<file path="src/rtl/irq_arb_pkg.sv">
package irq_arb_pkg;
  localparam int VEC_RESET = 0;
  localparam int VEC_ILLOP = 1;
  localparam int VEC_SWI   = 2;
  localparam int VEC_XIRQ  = 3;
  localparam int VEC_MASK0 = 4;

  function automatic int vec_width(input int n_irq);
    return $clog2(n_irq + VEC_MASK0);
  endfunction
endpackage

</file>
<file path="src/rtl/irq_source_select.sv">
module irq_source_select
  import irq_arb_pkg::*;
#(
  parameter int N_IRQ   = 4,
  parameter int RTI_IDX = 1,
  parameter int VEC_W   = vec_width(N_IRQ)
) (
  input  logic             x_mask,
  input  logic             i_mask,
  input  logic             xirq_req,
  input  logic [N_IRQ-1:0] irq_req,
  input  logic             rti_en,
  input  logic             swi_req,
  input  logic             illop_req,
  output logic             sel_valid,
  output logic [VEC_W-1:0] sel_vec,
  output logic             others_pending
);
  logic [N_IRQ-1:0] irq_gated;
  logic             xirq_ok;
  logic             mask_any;
  logic [VEC_W-1:0] mask_vec;

  // local enable only on the periodic timer line
  genvar g;
  generate
    for (g = 0; g < N_IRQ; g++) begin : g_gate
      if (g == RTI_IDX) begin : g_rti
        assign irq_gated[g] = irq_req[g] & rti_en & ~i_mask;
      end else begin : g_plain
        assign irq_gated[g] = irq_req[g] & ~i_mask;
      end
    end
  endgenerate

  assign xirq_ok  = xirq_req & ~x_mask;
  assign mask_any = |irq_gated;

  // lowest index wins
  always_comb begin
    mask_vec = VEC_W'(VEC_MASK0);
    for (int k = N_IRQ - 1; k >= 0; k--) begin
      if (irq_gated[k]) mask_vec = VEC_W'(VEC_MASK0 + k);
    end
  end

  assign others_pending = xirq_ok | mask_any;

  always_comb begin
    sel_valid = 1'b1;
    if (illop_req)       sel_vec = VEC_W'(VEC_ILLOP);
    else if (xirq_ok)    sel_vec = VEC_W'(VEC_XIRQ);
    else if (mask_any)   sel_vec = mask_vec;
    else if (swi_req)    sel_vec = VEC_W'(VEC_SWI);
    else begin
      sel_valid = 1'b0;
      sel_vec   = VEC_W'(VEC_RESET);
    end
  end
endmodule

</file>
<file path="src/rtl/irq_grant_ctrl.sv">
module irq_grant_ctrl
  import irq_arb_pkg::*;
#(
  parameter int VEC_W = 3
) (
  input  logic             clk,
  input  logic             rst,
  input  logic             at_boundary,
  input  logic             sel_valid,
  input  logic [VEC_W-1:0] sel_vec,
  input  logic             first_insn_done,
  output logic             entry,
  output logic             entry_xirq,
  output logic             take_q,
  output logic [VEC_W-1:0] vec_q
);
  logic lock_q;

  assign entry      = at_boundary & sel_valid & ~lock_q;
  assign entry_xirq = entry & (sel_vec == VEC_W'(VEC_XIRQ));

  always_ff @(posedge clk) begin
    if (rst) begin
      take_q <= 1'b1;
      vec_q  <= VEC_W'(VEC_RESET);
      lock_q <= 1'b0;
    end else begin
      take_q <= entry;
      if (entry) vec_q <= sel_vec;
      if (entry && sel_vec == VEC_W'(VEC_SWI)) lock_q <= 1'b1;
      else if (first_insn_done)                lock_q <= 1'b0;
    end
  end

  p_swi_lockout_r7: assert property (@(posedge clk) disable iff (rst)
    lock_q |=> !take_q);

  p_grant_at_boundary_r9: assert property (@(posedge clk) disable iff (rst)
    (take_q && vec_q != VEC_W'(VEC_RESET)) |-> $past(at_boundary));
endmodule

</file>
<file path="src/rtl/irq_mask_regs.sv">
module irq_mask_regs (
  input  logic clk,
  input  logic rst,
  input  logic entry,
  input  logic entry_xirq,
  input  logic wr,
  input  logic wr_x,
  input  logic wr_i,
  output logic x_q,
  output logic i_q
);
  logic x_cleared_q;

  always_ff @(posedge clk) begin
    if (rst) begin
      x_q         <= 1'b1;
      i_q         <= 1'b1;
      x_cleared_q <= 1'b0;
    end else if (entry) begin
      i_q <= 1'b1;
      if (entry_xirq) x_q <= 1'b1;
    end else if (wr) begin
      i_q <= wr_i;
      x_q <= x_q & wr_x & ~x_cleared_q;
      if (!wr_x) x_cleared_q <= 1'b1;
    end
  end

  p_x_set_only_by_hw_r2: assert property (@(posedge clk) disable iff (rst)
    $rose(x_q) |-> $past(entry_xirq));

  p_entry_sets_i_r5: assert property (@(posedge clk) disable iff (rst)
    entry |=> i_q);

  p_restore_keeps_x_clear_r11: assert property (@(posedge clk) disable iff (rst)
    (x_cleared_q && wr && !entry) |=> !x_q);
endmodule

</file>
<file path="src/rtl/irq_arbiter.sv">
module irq_arbiter
  import irq_arb_pkg::*;
#(
  parameter int N_IRQ   = 4,
  parameter int RTI_IDX = 1,
  localparam int VEC_W  = vec_width(N_IRQ)
) (
  input  logic             clk,
  input  logic             rst,
  input  logic             at_boundary,
  input  logic             xirq_req,
  input  logic [N_IRQ-1:0] irq_req,
  input  logic             rti_en,
  input  logic             swi_req,
  input  logic             illop_req,
  input  logic             msk_wr,
  input  logic             msk_wr_x,
  input  logic             msk_wr_i,
  input  logic             first_insn_done,
  output logic             take_irq,
  output logic [VEC_W-1:0] vec_idx,
  output logic             x_mask,
  output logic             i_mask
);
  logic             sel_valid;
  logic [VEC_W-1:0] sel_vec;
  logic             others_pending;
  logic             entry;
  logic             entry_xirq;

  irq_source_select #(.N_IRQ(N_IRQ), .RTI_IDX(RTI_IDX), .VEC_W(VEC_W)) u_sel (
    .x_mask(x_mask), .i_mask(i_mask), .xirq_req(xirq_req), .irq_req(irq_req),
    .rti_en(rti_en), .swi_req(swi_req), .illop_req(illop_req),
    .sel_valid(sel_valid), .sel_vec(sel_vec), .others_pending(others_pending)
  );

  irq_grant_ctrl #(.VEC_W(VEC_W)) u_ctrl (
    .clk(clk), .rst(rst), .at_boundary(at_boundary), .sel_valid(sel_valid),
    .sel_vec(sel_vec), .first_insn_done(first_insn_done), .entry(entry),
    .entry_xirq(entry_xirq), .take_q(take_irq), .vec_q(vec_idx)
  );

  irq_mask_regs u_msk (
    .clk(clk), .rst(rst), .entry(entry), .entry_xirq(entry_xirq),
    .wr(msk_wr), .wr_x(msk_wr_x), .wr_i(msk_wr_i), .x_q(x_mask), .i_q(i_mask)
  );

  p_xirq_beats_maskable_r4: assert property (@(posedge clk) disable iff (rst)
    (take_irq && vec_idx >= VEC_W'(VEC_MASK0)) |-> !$past(xirq_req && !x_mask));

  p_swi_yields_r6: assert property (@(posedge clk) disable iff (rst)
    (take_irq && vec_idx == VEC_W'(VEC_SWI)) |-> !$past(others_pending));
endmodule

</file>
<file path="config.mk">
export PLATFORM = sky130hd
export DESIGN_NAME = irq_arbiter
export DESIGN_NICKNAME = d
export VERILOG_FILES = /design/src/rtl/irq_arb_pkg.sv /design/src/rtl/irq_source_select.sv /design/src/rtl/irq_grant_ctrl.sv /design/src/rtl/irq_mask_regs.sv /design/src/rtl/irq_arbiter.sv
export SDC_FILE = /design/constraint.sdc
export NUM_CORES = 1
export LEC_CHECK = 0
export BUFFER_PORTS_ARGS = -buffer_cell sky130_fd_sc_hd__buf_2
export CORE_UTILIZATION = 30
export DETAILED_ROUTE_END_ITERATION = 16
export REMOVE_ABC_BUFFERS = 1
export SYNTH_ARGS = -nofsm -noshare
export SYNTH_HDL_FRONTEND = slang
export SYNTH_SLANG_ARGS = --single-unit
</file>
<file path="constraint.sdc">
create_clock -name clk -period 1.6 [get_ports clk]
set_input_delay 0.16 -clock clk [delete_from_list [all_inputs] [get_ports clk]]
set_output_delay 0.16 -clock clk [all_outputs]
set_load 0.01 [all_outputs]
</file>
; ---- Word-level counts from Yosys, hierarchy flattened
; Index checks and enable logic that the tools add are counted.
[totals]
register_bits = 8
[op_classes]
n_bitwise = 17
reduce_logical = 7
muxes = 17
eq_ne = 3
[op_table]
columns = op, count
row1 = $and 1x1->1, 11
row2 = $mux 2, 5
row3 = $mux 1, 9
row4 = $mux 3, 3
row5 = $eq 3x2->1 const B, 2
row6 = $not 1->1, 6
row7 = $reduce_bool 2->1, 2
row8 = $reduce_or 4->1, 1
row9 = $reduce_and 3->1, 1
row10 = $ne 2x2->1 const B, 1
row11 = $reduce_and 2->1, 1
row12 = $reduce_or 2->1, 1
row13 = $logic_and 1x1->1, 1

; ---- Longest topological paths before layout
; Gate-level depths: netlist (run 1).
[depth]
word_depth = 13
ltp_mapped = 4
ltp_nobuf = 4

; ---- By module
; A second synthesis (run 1) with hierarchy kept.
[hier_totals]
cells_unflattened = 48
hier_area_um2 = 435.4
[by_module_without_submodules]
columns = module, n_inst, cells_each, area_per_inst_um2, seq_area_each_um2
row1 = irq_grant_ctrl, 1, 21, 229.0, 100.1
row2 = irq_mask_regs, 1, 12, 116.4, 60.1
row3 = irq_source_select, 1, 15, 90.1, 0.0

; ---- Worst setup path before layout (run 1)
; OpenSTA, ideal clock, no wires.
[synth_path]
path_type = register to register
start = register u_msk.x_q
end = register u_ctrl.vec_q[1]
stages_incl_launch_ff = 5
required_time_ns = 1.465
setup_ns = 0.135
arrival_time_ns = 1.116
period_less_slack_ns = 1.251
path_slack_ns = 0.349
cell_sequence = dfxtp_1 nor2b_2 or3_2 o311ai_0 mux2i_1
[synth_via]
elab_chain_cells = 6
word_cells_on_any_way = 8
[synth_lines]
columns = item, line
row1 = "start, declared", irq_mask_regs.sv:9  ; output logic x_q,
row2 = "start signal, assigned", irq_mask_regs.sv:24  ; x_q <= x_q & wr_x & ~x_cleared_q;
row3 = $not 1->1 *, irq_source_select.sv:36  ; assign xirq_ok = xirq_req & ~x_mask;
row4 = $and 1x1->1 *, irq_source_select.sv:36
row5 = $mux 1, irq_source_select.sv:52  ; else if (xirq_ok) sel_vec = VEC_W'(VEC_XIRQ);
row6 = $mux 1, irq_source_select.sv:51  ; if (illop_req) sel_vec = VEC_W'(VEC_ILLOP);
row7 = $and 1x1->1 (2 in a row), irq_grant_ctrl.sv:19  ; assign entry = at_boundary & sel_valid & ~lock_q;
row8 = "end signal, assigned", irq_grant_ctrl.sv:25  ; vec_q <= VEC_W'(VEC_RESET);
row9 = "end signal, assigned", irq_grant_ctrl.sv:29  ; if (entry) vec_q <= sel_vec;
row10 = "end, declared", irq_grant_ctrl.sv:15  ; output logic [VEC_W-1:0] vec_q
; Mark *: on every way between the ends. The rest lies on a longest branch, timed or not.
; A chain may end at the register's enable or synchronous reset.

; ---- Final worst setup path (run 1)
[layout_path]
start = register u_msk.x_q
end = register u_ctrl.vec_q[0]
; Same word-level chain as after synthesis.

==> reports/summary.md, run 1 <==
For this run, the number of Yosys warnings is 0. The register clock-pin slew on the reported worst setup and hold paths is 0.05 ns, and the number of nets in the finished design is 86. The number of storage elements in the synthesis netlist is 8, and the core area is 1300 µm².

The analysis attributes to cell leakage a power of 0.250 nW. The logs give 3 for the number of clock buffers inserted by TritonCTS and 0 for the quantity of hold-fixing buffers added after cts. In this run the vertical extent of the chip is 39.5 µm. The class of the tightest hold or removal check is input pin to register.

The initial utilization of the core area, before any placement, comes to 32.4%. Entering global routing, the biggest net connects 8 pins. Clock sink count: 8. TritonCTS built the clock tree.

Setup slack closes at 0.303 ns. Measured against its own limit, the worst slew margin works out to 67.6%. The most frequently used cell type in the post-synthesis netlist was dfxtp_1.

Once the clock tree was built, the resizer swapped 0 gates to a different size. The number of top-level pins is 21. Routability-driven placement finished with a final weighted congestion of 0.745. In this run the cell area of the synthesized design comes to 422 µm². On the final layout, the worst hold slack is 0.138 ns. At the pin with the least slew margin, the transition time is 0.484 ns.

In the synthesized netlist the dominant register cell turns out to be dfxtp_1. Across the VDD grid, the largest voltage drop is 0.373 mV. For this run, design rule violations remaining after detail routing come to 0.

The power density over the cells was 822 nW/µm². The share of layout cells above drive strength 1 was 42.0%. The ratio of final minimum period to clock period is 81.0%. The logs give 771 MHz for the upper clock frequency limit and 0 for the total count of max-transition violations in the final report.

The overall routed net length is 896 µm. The post-placement setup slack is 0.274 ns, and the area share of the leading cell type in the synthesized netlist is 38.0%. The relative area change from synthesis to final layout came out at 33.5%.

The count of H-tree levels built during CTS is 1. Using the TritonRoute via totals, the vias-per-cell ratio works out to 4.90. For the data required time of the critical path, the log shows 1.77 ns. The flow ran to the end, and the final reports show no timing, DRC or antenna violations. Dividing the detail-routed wire length by the instance count gives 10.7 µm. The tools report the setup total negative slack as 0 ns. Detailed-routing iteration count for the pre-antenna-repair pass: 4.

By startpoint and endpoint, the worst setup path is classified as register to register. The tools report the initial antenna violation count as 0. For the final standard cell count with taps included and fillers excluded, the log shows 84. For the max-cap check violation count, the log shows 0.

The biggest area contributor in the post-synthesis netlist is dfxtp_1. The clock root buffer is clkbuf_4. Ranked by instance count, the synthesized netlist is headed by dfxtp_1 (8), nand2_1 (5), nand2b_1 (4). The tools report the total global routing track utilization as 15.1%. After the first detailed-routing iteration, the DRC count stood at 7. Counting distinct cell types in the post-synthesis netlist gives 24. Category of the worst setup path launch point: a register.

The element type at the critical path end is a register. Setup violations remaining at the end of the flow were counted as 0. For the number of endpoints with negative hold slack in the final report, the log shows 0.

After synthesis, the cell types taking the most area are dfxtp_1 (38%), mux2i_1 (7.1%), o41ai_4 (6.5%). Synthesis produced 46 cells. During placement, the flow inserted port buffers numbering 20. Once placement completed, the tool counted placed cells totaling 81. The number of global-route vias before repair is 337, and the overall die area is 1560 µm². The floorplan has 13 rows. The residual antenna-violating net count after detailed routing was 0; the average footprint of a synthesized cell was 9.17 µm².

The total vias in the final route is 412, and the critical-path maximum fanout is 7. The sequential-to-total area share from yosys stat came out at 38.0%. The total overflow left after global routing is 0. The final critical-path required period works out to 1.30 ns. The synthesized design contains 0 enable-type register cells. The worst endpoint data arrival time is 1.47 ns. Setup repair after global routing left no endpoint under its margin. The clock passes through at most 2 buffers. For the final database, setup skew stands at 0.000956 ns. The floorplan step set the die width to 39.5 µm. Of all flip-flops after synthesis, the portion carrying an async set or reset was 0%.

The first-pass GRT wire length is 1420 µm, and the post-CTS setup-driven buffer insertion count is 0. Clock latency on the worst-skew pair, taken at its later pin, is 0.25 ns. 0 antenna diodes ended up in the layout.
path summary, 6_finish.rpt:
path              startpoint               to  slack (ns)  depth (start not counted)
max                u_msk.x_q  u_ctrl.vec_q[0]        0.30                          3
min                 msk_wr_i        u_msk.i_q        0.14                          3
max reg2reg        u_msk.x_q  u_ctrl.vec_q[0]        0.30                          3
min reg2reg  u_ctrl.vec_q[1]  u_ctrl.vec_q[1]        0.47                          2
through the flow:
stage / power, mW / instance area (µm²) / util (%)
3_3_place_gp: 0.312 / 541 / 41.5
4_1_cts: 0.473 / 563 / 43.3
5_1_grt: 0.497 / 563 / 43.3
2_1_floorplan: 0.271 / 422 / -
3_5_place_dp: 0.313 / 541 / 41.5
6_report: 0.463 / 563 / 43.3
routing by layer:
layer	GRT usage (%)	share of wire (%)
met3	6.82	7.5
met4	12.9	1.1
met5	0	0
met2	20.9	44
met1	17.1	47
power breakdown:
group | switching, mW | leakage, nW | internal [mW] | total [mW]
combinational | 0.0464 | 0.170 | 0.0431 | 0.0895
clock | 0.0686 | 0.0138 | 0.0858 | 0.154
sequential | 0.00710 | 0.0658 | 0.212 | 0.219
registers in the layout (all words and copies together) (netlist names):
signal and cells:
u_ctrl.vec_q 3, u_ctrl.lock_q 1, u_ctrl.take_q 1, u_msk.i_q 1
u_msk.x_cleared_q 1, u_msk.x_q 1
final cells by class:
| class | instances | area, µm² |
|---|---|---|
| Sequential cell | 8 | 160 |
| Tap cell | 15 | 18.8 |
| Multi-Input combinational cell | 36 | 254 |
| Inverter | 2 | 7.51 |
| Fill cell | 150 | 738 |
| Clock buffer | 3 | 22.5 |
| Timing Repair Buffer | 20 | 100 |
layout by cell type, fill, tap and decap left out, types with 2 or more instances in the layout:
master | netlist | layout
a21oi_1 | 2 | 2
a21oi_2 | 2 | 2
buf_2 | 0 | 20
clkbuf_4 | 0 | 3
dfxtp_1 | 8 | 8
inv_1 | 2 | 2
mux2i_1 | 3 | 3
nand2_1 | 5 | 5
nand2b_1 | 4 | 4
nor2_1 | 2 | 2
nor2b_1 | 2 | 2
nor3_1 | 2 | 2
cells by family (layout without fill, tap and decap cells):
logic type | after synthesis | in the layout | synth area share [%]
muxes | 3 | 3 | 7.12
buffers and inverters | 2 | 25 | 1.78
DFF | 8 | 8 | 38.0
and+or+nand+nor | 21 | 21 | 27.6
AOI/OAI and AO/OA | 12 | 12 | 25.5
worst max-delay path, cell delays in order, from the launching register on:
cell and delay [ns]:
dfxtp_1 0.35, nor2b_2 0.10, o41ai_4 0.49, mux2i_1 0.27
Power figures use the tool's default switching activity.
==> run 2: changes to the inputs <==
Settings changed: ABC_AREA set to 1.
Clock period 1.6 ns to 1.3 ns, I/O delays scaled along.
==> run 2 against run 1 <==
Compared with the run above: power increased by 28%; die area increased by 6.7%; first-iteration DRC count decreased by 29%; clock skew increased by 0.0089 ns; sequential share of layout area decreased by 1.4 points; non-clock buffer count unchanged; clock-buffer cell count unchanged; flip-flop and latch count unchanged; global-route usage decreased by 1.9 points.
==> reports/summary.md, run 2 <==
The flow ran to the end, and the final reports show no timing, DRC or antenna violations. The share of layout cells above drive strength 1 came out at 38.1% (-3.9 points). Setup repair after global routing left no endpoint under its margin. The share of the synthesized area in compound gates (AO/OA/AOI/OAI) was 12.5% (-13 points). The number of storage elements in the synthesis netlist works out to 8 (unchanged).

The combinational family with the most area after synthesis is simple AND/OR/NAND/NOR gates. Setup clock skew after layout: 0.00988 ns (+0.00893 ns). The quantity of hold-fixing buffers added after cts was 0 (unchanged).

The most numerous cell type found on the critical path is nand2_1. The run gives 6 (-2) as the largest net degree at the start of global routing. The post-layout worst setup margin is 0.133 ns (-0.170 ns), and the sequential-to-total area share from yosys stat is 35.5% (-2.5 points). The tools report the number of nets in the finished design as 101 (+17%). The top cell types in the final layout, fill and taps aside, are buf_2 (20), inv_1 (12), nand2_1 (10), dfxtp_1 (8), nand3_1 (5). The leakage power total was 0.307 nW (+23%); the largest stage delay on the critical path was 0.34 ns (-0.15 ns). Sorting the synthesized cells by area gives the leading types as dfxtp_1 (35%), inv_1 (10%), nand2_1 (8.3%).

The relative area change from synthesis to final layout was 31.3%; the share of cell area taken by muxes after synthesis was 0% (-7.1 points). Total count of max-transition violations in the final report: 0 (unchanged). The area share of fa/ha/maj cells after synthesis works out to 0% (unchanged). The tools report the number of DRC violations after detailed-routing iteration 0 as 5 (-2). The synthesized-area fraction occupied by xor and xnor cells was 0% (unchanged); the cell area after synthesis was 452 µm² (+7.1%).

The run gives 0 (unchanged) as the number of failing setup endpoints in the final timing report. The number of flip-flops under the largest register name came out at 3 (unchanged). The most used flip-flop cell after synthesis is dfxtp_1. The run gives 61 (+33%) as the number of cells produced by synthesis. The tools report the category of the worst setup path launch point as a register.

The global route total overflow is 0 (unchanged). The routed via count divided by cell count was 4.47 (-8.8%). The signal on the critical path passes through nor2_2, nor2_4, nand4_4, nand2_4, nand2_2, nand2_1, nand2_1, nand3_1.

The actual transition at the worst max-transition pin was 0.310 ns (-0.174 ns). The count of H-tree levels built during CTS was 1 (unchanged); the initial antenna violation count was 0 (unchanged). The simple-gate area share of the yosys netlist is 41.3% (+14 points). The largest individual stage delay along the critical path comes from the cell dfxtp_1. u_ctrl.vec_q holds more flip-flops than any other register. The post-CTS setup-driven buffer insertion count came out at 0 (unchanged). The number of buffer cells added on primary ports was 20 (unchanged). The type of the worst setup path was register to register. The clock root buffer is clkbuf_4. The ratio of final minimum period to clock period is 89.7% (+8.7 points). The fraction of registers with async set/reset was 0% (unchanged). In this design, the largest share of critical-path delay is due to simple AND/OR/NAND/NOR gates. The die span in x is 40.8 µm (+3.3%), and the number of antenna repair diodes is 0 (unchanged). The starting density of the core is 33.5% (+1.1 points). The tools report the maximum count of clock buffers along a single path as 2 (unchanged).

The tools report the worst max-slew margin expressed relative to the limit as 79.3% (+12 points). Max-cap check violation count: 0 (unchanged). The data required time of the critical path is 1.44 ns (-0.33 ns). By instance count, the leading cell after synthesis is inv_1. The tools report the overall routed net length as 874 µm (-2.5%).

The worst setup path is captured at a register. The residual antenna-violating net count after detailed routing was 0 (unchanged); the final critical-path required period was 1.17 ns (-0.130 ns). The register clock-pin slew on the reported worst setup and hold paths works out to 0.06 ns (about the same).

The cell taking the most area after synthesis is dfxtp_1. The average footprint of a synthesized cell works out to 7.40 µm² (-19%). Counting instances in the post-synthesis netlist gives the leading cell types as inv_1 (12), nand2_1 (10), dfxtp_1 (8). Detailed placement finished with a half-perimeter wire length of 732 µm. The overall power consumption was 0.591 mW (+28%); the critical-path maximum fanout was 5 (-2). For the final weighted congestion in routability-driven placement, the log shows 0.778 (+4.4%).

The routed length per instance is 8.83 µm (-17%), and the total global routing track utilization is 13.2% (-1.9 points). For the number of clock buffers inserted by TritonCTS, the log shows 3 (unchanged). The post-placement setup slack is 0.134 ns (-0.140 ns), and the vertical die dimension is 40.8 µm (+3.3%). The run gives 1.31 ns (-0.16 ns) as the worst endpoint data arrival time. The min-delay analysis places its worst path in the category input pin to register. The detailed-route DRC error count is 0 (unchanged). The overall die area was 1660 µm² (+6.7%). The total vias in the final route came out at 443 (+7.5%).

Detailed-routing iteration count for the pre-antenna-repair pass: 2 (-2). The worst-case vdd ir drop is 0.354 mV (-4.9%), and the number of core rows is 13 (unchanged). For the number of global-route vias before repair, the log shows 366 (+8.6%).

The number of warnings reported in the yosys synthesis log was 0 (unchanged). The distinct cell type count of the synthesized netlist was 19 (-21%); the first-pass GRT wire length was 1400 µm (-1.5%). The core area was 1350 µm² (+3.7%). The tools report the upper clock frequency limit as 857 MHz (+11%).

The area share of the leading cell type in the synthesized netlist is 35.5% (-2.5 points), and the power density over the cells is 996 nW/µm² (+21%). TritonCTS built the clock tree. The run gives 8 (unchanged) as the clock sink count. Post-cts sizing count: 0 (unchanged). Most common library cell in the layout ignoring fill and taps: buf_2. The setup total negative slack was 0 ns (unchanged); the count of buffering cells on the critical path with inverters included was 0 (unchanged).

The tools report the number of endpoints with negative hold slack in the final report as 0 (unchanged). Number of top-level pins: 21 (unchanged). For the clock latency of the later-clocked register in the worst-skew pair, the log shows 0.26 ns (about the same). The number of flops mapped to enable cells by yosys is 0 (unchanged).
[run 2: changes by cell type in the layout (fill, tap and decap cells not counted), sizes merged, moves of 3 or more]
cell    previous run  this run
o21ai              1         6
nand2              5        13
inv                2        13
nor2               3         6
nand2b             4         0
mux2i              3         0
nor2b              3         0
nand3              1         5
[run 2: path summary, 6_finish.rpt]
kind                                 startpoint           endpoint  slack (ns)  depth (start not counted)
worst max-delay path                  u_msk.x_q          u_msk.x_q        0.13                          8
worst min-delay path                        rst  u_msk.x_cleared_q        0.04                          2
worst max register to register        u_msk.x_q          u_msk.x_q        0.13                          8
worst min register to register  u_ctrl.vec_q[2]    u_ctrl.vec_q[2]        0.45                          2
[run 2: routing by layer]
metal / share of wire (%) / up-vias / track usage, %
li1: - / 242 / -
met1: 51 / 185 / 16.8
met2: 41 / 11 / 18.8
met3: 5.4 / 5 / 4.89
met4: 2.4 / 0 / 7.50
met5: 0 / - / 0
[run 2: cell families (layout without fill, tap and decap cells)]
family / Yosys count / after routing
and+or+nand+nor: 30 / 30
buffers and inverters: 13 / 36
AOI/OAI and AO/OA: 10 / 10
DFF: 8 / 8
[run 2: power breakdown]
part	internal (mW)	total [mW]	switching [mW]
sequential	0.261	0.270	0.00844
clock	0.106	0.191	0.0853
combinational	0.0560	0.130	0.0740
[run 2: final cells by class]
class	instances	area, µm²
clock buffers	3	22.5
fillers	159	757
inverters	13	48.8
multi-input cells	40	243
flip-flops and latches	8	160
well taps	15	18.8
repair buffers	20	100
[run 2: stage by stage]
stage	utilization [%]	instance area [µm²]	hold slack (ns)	instances
floorplan	-	452	0.199	61
global placement	42.3	571	0.301	96
detailed placement	42.3	571	0.303	96
CTS	43.9	593	0.0290	99
global route	43.9	593	0.0357	99
finish	43.9	593	0.0353	99
==> run 3: changes to the inputs <==
Settings changed: HOLD_SLACK_MARGIN set to 0.08.
==> run 3 against run 2 <==
Compared with the run above: flip-flop and latch count unchanged; clock-buffer cell count unchanged; die area unchanged; sequential power about the same; highest routed layer unchanged; worst setup slack about the same; cell count increased by 1.0%; utilization increased by 0.74 points; critical endpoint unchanged; power increased by 0.42%; wire length increased by 2.2%; fmax about the same.
==> reports/summary.md, run 3 (synthesized netlist as in run 2, its figures left out) <==
The run finished with clean final reports. After detailed routing, no signal wire sits above met4. The worst register-to-register path begins at u_msk.x_q.

Among the stages of the critical path, the cell type that occurs most often is nand2_1. The tools report the residual antenna-violating net count after detailed routing as 0 (unchanged). For the core area, the log shows 1350 µm² (unchanged). The actual transition at the worst max-transition pin is 0.310 ns (-0.000000119 ns), and the total count of max-transition violations in the final report is 0 (unchanged). The die span in x works out to 40.8 µm (unchanged).

Register clock-pin slew on the reported worst setup and hold paths: 0.06 ns (about the same). The category of the worst setup path launch point is a register. The number of endpoints with negative hold slack in the final report is 0 (unchanged). The setup total negative slack was 0 ns (unchanged); the overall die area was 1660 µm² (unchanged). The number of nets in the finished design came out at 102 (+0.99%).

Setup repair after global routing left no endpoint under its margin. For the total vias in the final route, the log shows 447 (+0.90%). The cell area after placement was 571 µm² (unchanged); the post-CTS setup-driven buffer insertion count was 0 (unchanged).

The tools report the post-placement setup slack as 0.134 ns (unchanged). For the number of core rows, the log shows 13 (unchanged). The logs give 448 µm (+0.67%) for the wire length on met1 and 0 (unchanged) for the number of antenna repair diodes. The share of layout cells above drive strength 1 was 37.6% (-0.45 points); the final critical-path required period was 1.17 ns (+0.0000390 ns).

For the worst-case vdd ir drop, the log shows 0.354 mV (about the same). The tools report the number of failing setup endpoints in the final timing report as 0 (unchanged). The vertical die dimension is 40.8 µm (unchanged), and the overall power consumption is 0.593 mW (+0.42%). Class of the tightest hold or removal check: input pin to register. Power density over the cells: 984 nW/µm² (-1.2%).

The detailed-route DRC error count was 0 (unchanged); the number of buffer cells added on primary ports was 20 (unchanged). The run gives 369 (+0.82%) as the number of global-route vias before repair. Setup clock skew after layout: 0.00992 ns (+0.0000356 ns). The logs give 376 µm (+4.4%) for the total length of routed met2 wires and 5 (unchanged) for the number of DRC violations after detailed-routing iteration 0. Ratio of final minimum period to clock period: 89.7% (about the same). The run gives 893 µm (+2.2%) as the overall routed net length.

The launching element of the worst setup path was u_msk.x_q. The run gives 47 µm (unchanged) as the met3 wire length. The logs give 3 (unchanged) for the number of clock buffers inserted by TritonCTS and 732 µm (unchanged) for the detailed-placement wirelength estimate.

The hold-critical path depth works out to 3 (+1). Fraction of the core area covered by cells at the end of the flow: 44.7% (+0.74 points). The element type at the critical path end was a register.

The upper clock frequency limit was 857 MHz (about the same); the final standard cell count with taps included and fillers excluded was 100 (+1.0%). The run gives 0 (unchanged) as the global route total overflow. The area growth from synthesis to layout is 33.5%. The number of cells on the worst reg-to-reg path came out at 8 (unchanged). The run gives 0 (unchanged) as the max-cap check violation count. Top register by number of flip-flops: u_ctrl.vec_q. Initial antenna violation count: 0 (unchanged). For this design, the slowest cell found on the critical path is dfxtp_1.

For the data required time of the critical path, the log shows 1.44 ns (about the same). The tools report the clock latency of the later-clocked register in the worst-skew pair as 0.26 ns (about the same). The tree is rooted in a clkbuf_4. The tools report the detailed-routing iteration count for the pre-antenna-repair pass as 2 (unchanged). The critical-path maximum fanout came out at 5 (unchanged). Leaving out fill and tap cells, the most frequent cells in the layout are buf_2 (20), inv_1 (12), nand2_1 (10), dfxtp_1 (8), nand3_1 (5). The logs give 0.107 ns (+0.0715 ns) for the worst hold slack after final layout and 1.31 ns (about the same) for the worst endpoint data arrival time. For the first-pass GRT wire length, the log shows 1410 µm (+1.0%). The post-layout worst setup margin was 0.133 ns (-0.0000390 ns); the routed via count divided by cell count was 4.47 (-0.11%). Capture point of the critical path: u_msk.x_q. The run gives 0.13 ns (about the same) as the worst setup slack for register-to-register paths. For the largest net degree at the start of global routing, the log shows 6 (unchanged). The worst setup path is of the register to register kind. The largest stage delay on the critical path works out to 0.34 ns (about the same). The number of instances in the placed design was 96 (unchanged); the post-route cell area was 603 µm² (+1.7%). The count of H-tree levels built during CTS was 1 (unchanged).

The final weighted congestion in routability-driven placement was 0.778 (unchanged). The number of top-level pins is 21 (unchanged), and the number of flip-flops under the largest register name is 3 (unchanged). The routed length per instance works out to 8.93 µm (+1.2%).

The clock sink count was 8 (unchanged); the leakage power total was 0.311 nW (+1.4%). TritonCTS built the clock tree. The endpoint identified for the worst register-to-register timing path is u_msk.x_q. Most common library cell in the layout ignoring fill and taps: buf_2. The critical path goes through nor2_2, nor2_4, nand4_4, nand2_4, nand2_2, nand2_1, nand2_1, nand3_1.

The total global routing track utilization is 13.3% (+0.11 points), and the starting density of the core is 33.5% (unchanged). The maximum count of clock buffers along a single path is 2 (unchanged), and the worst max-slew margin expressed relative to the limit is 79.3% (unchanged).
[run 3: worst min-delay path by stage]
stage	startpoint	endpoint	slack [ns]
6_report	msk_wr_i	u_msk.i_q	0.11
5_1_grt	msk_wr_i	u_msk.i_q	0.13
3_5_place_dp	rst	u_msk.x_cleared_q	0.30
3_3_place_gp	rst	u_msk.x_cleared_q	0.30
4_1_cts	msk_wr_i	u_msk.i_q	0.10
2_1_floorplan	rst	u_msk.x_cleared_q	0.20
[run 3: repair_timing]
item	4_1_cts	5_1_grt
hold buffers	1	0
endpoints found under the hold margin	1	0
resized for setup	0	0
[run 3: critical path: cells and delay by family, from the launching register on]
family           cells  cell delay [ns]
and+or+nand+nor      8             0.72
DFF                  1             0.34
[run 3: where the power goes]
group	switching (mW)	total (mW)	internal, mW
Clock	0.0854	0.191	0.106
Sequential	0.00844	0.270	0.261
Combinational	0.0745	0.132	0.0580
[run 3: final cells by class]
class                   instances  area, µm²
clock buffers                   3       22.5
fillers                       158        747
inverters                      13       48.8
multi-input cells              40        243
flip-flops and latches          8        160
well taps                      15       18.8
repair buffers                 21        110
[run 3: routing by layer]
metal	up-vias	global-route usage, %
met2	11	18.8
met1	187	17.2
li1	244	-
met4	0	7.50
met3	5	4.89
met5	-	0
